[src/rtl/padmux_regs.sv]
module padmux_regs #(
  parameter int NPADS = 96,
  parameter logic [NPADS-1:0] RSVD = 96'hFFFFFE00_80000000_00020000
) (
  input  logic                 clk,
  input  logic                 rst_n,
  input  logic [11:0]          reg_addr,
  input  logic                 reg_we,
  input  logic [31:0]          reg_wdata,
  output logic [31:0]          reg_rdata,
  input  logic [NPADS-1:0]     pad_in,
  output logic [NPADS-1:0]     pad_out,
  output logic [NPADS-1:0]     pad_oe,
  output logic [NPADS-1:0]     pad_pull,
  output logic [2*NPADS-1:0]   pad_func,
  output logic [2*NPADS-1:0]   pad_drv
);
  localparam int NFUNC = NPADS / 16;
  localparam int NDRV  = NPADS / 8;
  localparam int NBIT  = NPADS / 32;

  function automatic logic [2*NPADS-1:0] func_mask();
    logic [2*NPADS-1:0] m;
    for (int p = 0; p < NPADS; p++) m[2*p +: 2] = {2{~RSVD[p]}};
    return m;
  endfunction

  function automatic logic [4*NPADS-1:0] drv_mask();
    logic [4*NPADS-1:0] m;
    for (int p = 0; p < NPADS; p++) m[4*p +: 4] = {2'b00, {2{~RSVD[p]}}};
    return m;
  endfunction

  localparam logic [2*NPADS-1:0] FMASK = func_mask();
  localparam logic [4*NPADS-1:0] DMASK = drv_mask();

  function automatic logic [31:0] alter(input logic [31:0] old, input logic [31:0] wd,
                                        input logic [1:0] op);
    case (op)
      2'd0:    return wd;
      2'd1:    return old | wd;
      2'd2:    return old & ~wd;
      default: return old ^ wd;
    endcase
  endfunction

  logic [3:0] kind, idx;
  logic [1:0] op;
  logic       aligned;
  assign kind    = reg_addr[11:8];
  assign idx     = reg_addr[7:4];
  assign op      = reg_addr[3:2];
  assign aligned = (reg_addr[1:0] == 2'b00);

  logic [2*NPADS-1:0] func_q, func_d;
  logic [4*NPADS-1:0] drv_q, drv_d;
  logic [NPADS-1:0]   pull_q, pull_d, dout_q, dout_d, oe_q, oe_d;
  logic [NPADS-1:0]   sync1_q, sync2_q;
  logic [31:0]        cur, nxt;
  logic               hit;

  always_comb begin
    cur = '0;
    hit = 1'b0;
    if (aligned) begin
      case (kind)
        4'd0: if (int'(idx) < NFUNC) begin hit = 1'b1; cur = func_q[idx*32 +: 32]; end
        4'd1: if (int'(idx) < NDRV)  begin hit = 1'b1; cur = drv_q[idx*32 +: 32];  end
        4'd2: if (int'(idx) < NBIT)  begin hit = 1'b1; cur = pull_q[idx*32 +: 32]; end
        4'd3: if (int'(idx) < NBIT)  begin hit = 1'b1; cur = dout_q[idx*32 +: 32]; end
        4'd4: if (int'(idx) < NBIT)  begin hit = 1'b1; cur = oe_q[idx*32 +: 32];   end
        4'd5: if (int'(idx) < NBIT)  cur = sync2_q[idx*32 +: 32] & ~RSVD[idx*32 +: 32];
        default: ;
      endcase
    end
  end

  assign reg_rdata = cur;
  assign nxt = alter(cur, reg_wdata, op);

  always_comb begin
    func_d = func_q;
    drv_d  = drv_q;
    pull_d = pull_q;
    dout_d = dout_q;
    oe_d   = oe_q;
    if (reg_we && hit) begin
      case (kind)
        4'd0:    func_d[idx*32 +: 32] = nxt & FMASK[idx*32 +: 32];
        4'd1:    drv_d[idx*32 +: 32]  = nxt & DMASK[idx*32 +: 32];
        4'd2:    pull_d[idx*32 +: 32] = nxt & ~RSVD[idx*32 +: 32];
        4'd3:    dout_d[idx*32 +: 32] = nxt & ~RSVD[idx*32 +: 32];
        4'd4:    oe_d[idx*32 +: 32]   = nxt & ~RSVD[idx*32 +: 32];
        default: ;
      endcase
    end
  end

  always_ff @(posedge clk or negedge rst_n) begin
    if (!rst_n) begin
      func_q  <= '0;
      drv_q   <= '0;
      pull_q  <= '0;
      dout_q  <= '0;
      oe_q    <= '0;
      sync1_q <= '0;
      sync2_q <= '0;
    end else begin
      func_q  <= func_d;
      drv_q   <= drv_d;
      pull_q  <= pull_d;
      dout_q  <= dout_d;
      oe_q    <= oe_d;
      sync1_q <= pad_in;
      sync2_q <= sync1_q;
    end
  end

  for (genvar p = 0; p < NPADS; p++) begin : g_pad
    logic gpio;
    assign gpio = (func_q[2*p +: 2] == 2'b11);
    assign pad_out[p]      = gpio & dout_q[p];
    assign pad_oe[p]       = gpio & oe_q[p];
    assign pad_drv[2*p +: 2] = drv_q[4*p +: 2];
  end

  assign pad_pull = pull_q;
  assign pad_func = func_q;
endmodule

[config.mk]
export PLATFORM = sky130hd
export DESIGN_NAME = padmux_regs
export DESIGN_NICKNAME = d
export VERILOG_FILES = /design/src/rtl/padmux_regs.sv
export SDC_FILE = /design/constraint.sdc
export NUM_CORES = 2
export LEC_CHECK = 0
export BUFFER_PORTS_ARGS = -buffer_cell sky130_fd_sc_hd__clkbuf_2
export CELL_PAD_IN_SITES_DETAIL_PLACEMENT = 1
export CELL_PAD_IN_SITES_GLOBAL_PLACEMENT = 1
export CORE_MARGIN = 5
export CORE_UTILIZATION = 29
export CTS_CLUSTER_SIZE = 20
export DETAILED_ROUTE_END_ITERATION = 16
export HOLD_SLACK_MARGIN = 0.12
export PLACE_DENSITY_LB_ADDON = 0.1
export SETUP_SLACK_MARGIN = 0.5
export SYNTH_ARGS = -nofsm -noshare
export SYNTH_HDL_FRONTEND = slang
export SYNTH_SLANG_ARGS = --single-unit
[constraint.sdc]
create_clock -name clk -period 5.75 [get_ports clk]
set_input_delay 0.2875 -clock clk [delete_from_list [all_inputs] [get_ports clk]]
set_output_delay 0.2875 -clock clk [all_outputs]
set_load 0.01 [all_outputs]
* After elaboration in Yosys (flattened, before gate mapping)
Cells that the tools add are included.
** Cells by class
- Reductions and logical operators :: 10
- Bitwise logic cells :: 201
- Shifts and indexed selects :: 15
- Multipliers :: 0
- Divide/modulo/power cells :: 0
- Add/subtract/negate cells :: 1
- $lt $le $gt $ge :: 3
- Eq/ne operators :: 103
- Muxes and demuxes :: 19
** Operator list (count)
- $bwmux 384 :: 1
- $shift 32x34->384 const A :: 1
- $shiftx 32x34->384 :: 1
- $shiftx 384x10->32 :: 1
- $shiftx 384x10->32 const A :: 1
- $shiftx 96x10->32 :: 4
- $bwmux 96 :: 3
- $mux 32 :: 7
- $eq 2x2->1 const B :: 97
- $and 1x1->1 :: 192
- $bwmux 192 :: 1
- $pmux 32 s6 :: 1
- $shift 32x34->192 const A :: 1
- $shiftx 192x10->32 :: 1
- $shiftx 192x10->32 const A :: 1
- $shiftx 32x34->192 :: 1
- $and 32x32->32 :: 5
- $pmux 32 s3 :: 1
- $shift 32x34->96 const A :: 1
- $shiftx 32x34->96 :: 1
- $shiftx 96x10->32 const A :: 1
- $not 32->32 :: 2
- $neg 9->34 :: 1
- $or 32x32->32 :: 1
- 15 further kinds :: 25
** Word-level totals
- Input port bits :: 143
- Memories :: 0
- Register bits :: 1056
- Bits in latches :: 0
- RAM bits :: 0
- ROM bits :: 0
- Output and inout port bits :: 704

* Depth between registers and ports, before layout
- Depth after elaboration :: 11
- Depth in mapped cells :: 18

* Worst setup path after synthesis
Ideal clock, no wire load.
- Path type :: input -> register
- From :: in reg_addr[4]
- To :: reg dout_q[69]
- Arrival :: 3.379 ns
- Slack :: 2.244 ns
- Path buffers :: 6
- Library setup time :: 0.128 ns
- Stages :: 14
- Cell sequence :: buf_2 > buf_4 > buf_4 > buf_2 > buf_2 > mux2i_1 > o22ai_1 > o21ai_0 > and3_1 > ha_1 > mux4_2 > clkbuf_1 > and2_1 > mux2_1
** Between the ends
- Longest elaborated chain between the ends :: 11
- Elaborated cells on any way between the ends :: 36
** RTL lines
- start, declared :: line 7 : input logic [11:0] reg_addr,
- parallel branches: the longest is 11 deep, another holds $shiftx 384x10->32
- end signal, assigned :: line 112 : dout_q <= dout_d;
- end, declared :: line 57 : logic [NPADS-1:0] pull_q, pull_d, dout_q, dout_d, oe_q, oe_d;
Several ways; the timed one is not identified.
A chain may end at the register's enable or synchronous reset.

* Worst setup path after layout
- From :: in reg_addr[5]
- To :: reg dout_q[5]
The elaborated chain is that of the path after synthesis.

==> run metrics <==
Rel. slew slack 17.3%; total congestion overflow 0; Tot GR Track Use 31.2%; post-CTS setup buffers 0; post-synthesis simple-gate area fraction 16.1%; CP Cell Sequence buf_8, nor2b_4, buf_12, buf_4, a21oi_1, o22ai_1, o21ai_0, and3_1, ha_1, mux4_2, buf_4, mux2_2; nets 4,992; Hold Crit Depth 2; Sw Share 26.2%; pre-CTS setup slack 1.04 ns; dpl cell area 0.0461 mm^2; commonest non-fill, non-tap cell in the layout clkbuf_2; Reg2Reg Launch Point oe_q[37]; drt drc 0; commonest cells after routing, fill and taps aside clkbuf_2 (818), dfrtp_1 (814), nand2_1 (766); global-route wire length before repair 312 mm; Mapped Area 0.0395 mm^2; setup TNS 0 ns; Hold WS 0.200 ns; FILL cells 15.4k; Final Skew 0.0286 ns; Placed Cells 6,385; CP Launch Point reg_addr[5]; non-filler cells, final 6,646; Synth Instances 3,906; starting density of the core 29.1%; CP delay by family, top buffers and inverters; Clk pwr share 49.4%; Final GP Congestion 0.883; layout cells sized above 1 27.9%; Core ar. 0.135 mm^2; unique cell type count in the Yosys netlist 66; final hold viol count 0; initial antenna violation count 24; Initial DRC Count 2,657; Ys Warns 0; Syn Area/Cell 10.1 um^2; dominant cells by area after synthesis dfrtp_1 (52%), nand2_1 (7.3%), mux2i_1 (6.3%); P per Cell Area 268 mW/mm^2; H-tree Lvls 3; WL final 229 mm; root buffer cell clkbuf_16; Die Span X 379 um; Power, Total 13.5 mW; Vias per Instance 5.37; routed length per instance 34.5 um; register bit total from synthesis 814; R2R setup slack 1.83 ns; row count 135; number of global-route vias before repair 37.3k; fmax 246 MHz; CTS Buffer Depth 3; P_sw 3.53 mW; worst path buffer plus inverter count 4; CP startpoint kind input port; post-synth net total 4,122; VDD IR max 0.000211 V; Reg power frac 43.0%; Worst path slowest cell nor2b_4; CTS tree done; R2R Path End dout_q[5]; DP HPWL 174 mm; die area 0.144 mm^2; I/O Pins 847; WHS Endpoint sync1_q[30]; dominant cell type by area after synthesis dfrtp_1; FF-to-FF path depth 10; post-synthesis mux area share 14.9%; CP endpoint kind flip-flop; ys flop type dfrtp_1; Num CTS Buffers 98; FFs w/ async S/R, synth 100%; critical path type input port to flip-flop; main combinational cell family by area after synthesis simple AND/OR/NAND/NOR gates; Synth Area in Adders 2.31%; post-cts sizing count 0; # clock sinks 814; Critical Path RT 6.34 ns; status finished clean; Synth Area in Compound Gates 11.3%; Worst Tran Pin Value 1.24 ns; Slew Limit Fails 0; EDFF count, synth 0; Cell Int Power 9.95 mW; Worst path max stage delay 0.67 ns; final worst path period share 70.8%; P&R area growth vs syn 27.2%; vias 35.7k; final setup fails 0; pin count of the biggest net entering global routing 146; fin util 37.1%; Clk Latency, worst-skew pair 0.73 ns; IO Port Bufs 821; Worst-path clk slew 0.07 ns; die height 379 um; Antenna Nets Post-Route 0; Finished Cell Area 0.0502 mm^2; crit path DAT 4.66 ns; post-layout min period 4.07 ns; Hold Path Class input port to flip-flop; RSZ-0062 raised after global routing false; XOR/XNOR share of the synthesized area 0%; critical-path maximum fanout 51; Logic pwr share 7.6%; top cell type's share of synthesized area 51.6%; sequential share of the synthesized area 51.6%; Max-Cap Viols 0; worst setup margin 1.68 ns; CP most frequent cell buf_4; HP Start pad_in[30]; drt first pass iters 5; LEAKAGE 24.9 nW
[layout make-up]
cell class,count,area [um^2],area share [%]
flip-flops and latches,814,20400,40.6
well taps,1781,2230,4.44
inverters,95,357,0.710
clock buffers,142,2850,5.67
repair buffers,1040,6130,12.2
multi-input cells,2727,17700,35.3
clock inverters,36,533,1.06
diodes,11,27.5,0.0548
[state kept, by name (all words and copies together) (netlist names)]
signal / count
oe_q: 96
sync2_q: 71
pad_pull: 96
pad_func: 192
sync1_q: 71
drv_q: 192
dout_q: 96
[power groups by stage]
| stage | Clock (mW) | Combinational, mW | Sequential, mW |
|---|---|---|---|
| final | 6.66 | 1.03 | 5.79 |
| after global routing | 7.00 | 1.08 | 5.80 |
| after CTS | 6.78 | 1.04 | 5.79 |
| after detailed placement | 0 | 0.994 | 5.90 |
| after global placement | 0 | 0.988 | 5.90 |
| after floorplan | 0 | 0.409 | 5.89 |
[per-layer routing]
layer,global-route usage [%],vias to the layer above,part of all wire (%),wire [um]
met5,0,-,0.023,52
met2,52.6,1254,48,111000
met1,37.8,18700,39,90300
met4,13.5,8,4.9,11300
li1,-,15400,-,-
met3,7.73,325,7.4,17000
[worst register-to-register path, delay by kind of cell (launching register included)]
family | cells | cell delay (ns)
compound gates | 3 | 1.13
fa+ha+maj | 1 | 0.27
buf+inv | 1 | 0.30
flops | 1 | 0.40
mux | 3 | 1.30
simple gates | 2 | 0.41
[Yosys cell counts, types with 4 or more instances]
library cell and number:
o31a_1 5, clkbuf_1 175, mux2_1 41, mux4_2 68, nand2_1 767, inv_1 93
nand3_2 4, buf_1 17, nor3_1 22, ha_1 73, o21ai_0 423, o31ai_1 67
or3_1 5, nor3b_1 5, nand4_1 33, o22ai_1 71, a21oi_1 97, nor4_1 6
a22oi_1 26, buf_4 7, o21ai_1 35, and3_1 209, mux2i_1 247, nor2_1 182
and2_1 95, buf_2 71, nand3_1 29, o221ai_1 7, a31oi_1 4, a221oi_1 6
o21a_1 23, dfrtp_1 814, mux2_2 125, o22a_1 5
[cells by family (layout without fill, tap and decap cells)]
| family | after synthesis | count (layout) |
|---|---|---|
| and+or+nand+nor | 1387 | 1387 |
| DFF | 814 | 814 |
| AOI/OAI and AO/OA | 786 | 786 |
| muxes | 481 | 481 |
| buffers and inverters | 365 | 1313 |
| adders and majority gates | 73 | 73 |
| other | 0 | 11 |
[worst max path at each step]
| stage | to | slack [ns] | depth (start not counted) |
|---|---|---|---|
| 2_1_floorplan | dout_q[69] | 2.24 | 14 |
| 3_5_place_dp | pad_func[151] | 1.04 | 11 |
| 4_1_cts | drv_q[340] | 1.79 | 13 |
| 3_3_place_gp | pad_pull[5] | 1.07 | 12 |
| 5_1_grt | pad_func[151] | 1.30 | 11 |
| 6_report | dout_q[5] | 1.68 | 12 |
[repair_timing]
action / in CTS / in global routing
hold buffers: 72 / 0
endpoints found under the hold margin: 150 / 0
setup endpoints to repair: 0 / 0
Power figures use the tool's default switching activity.
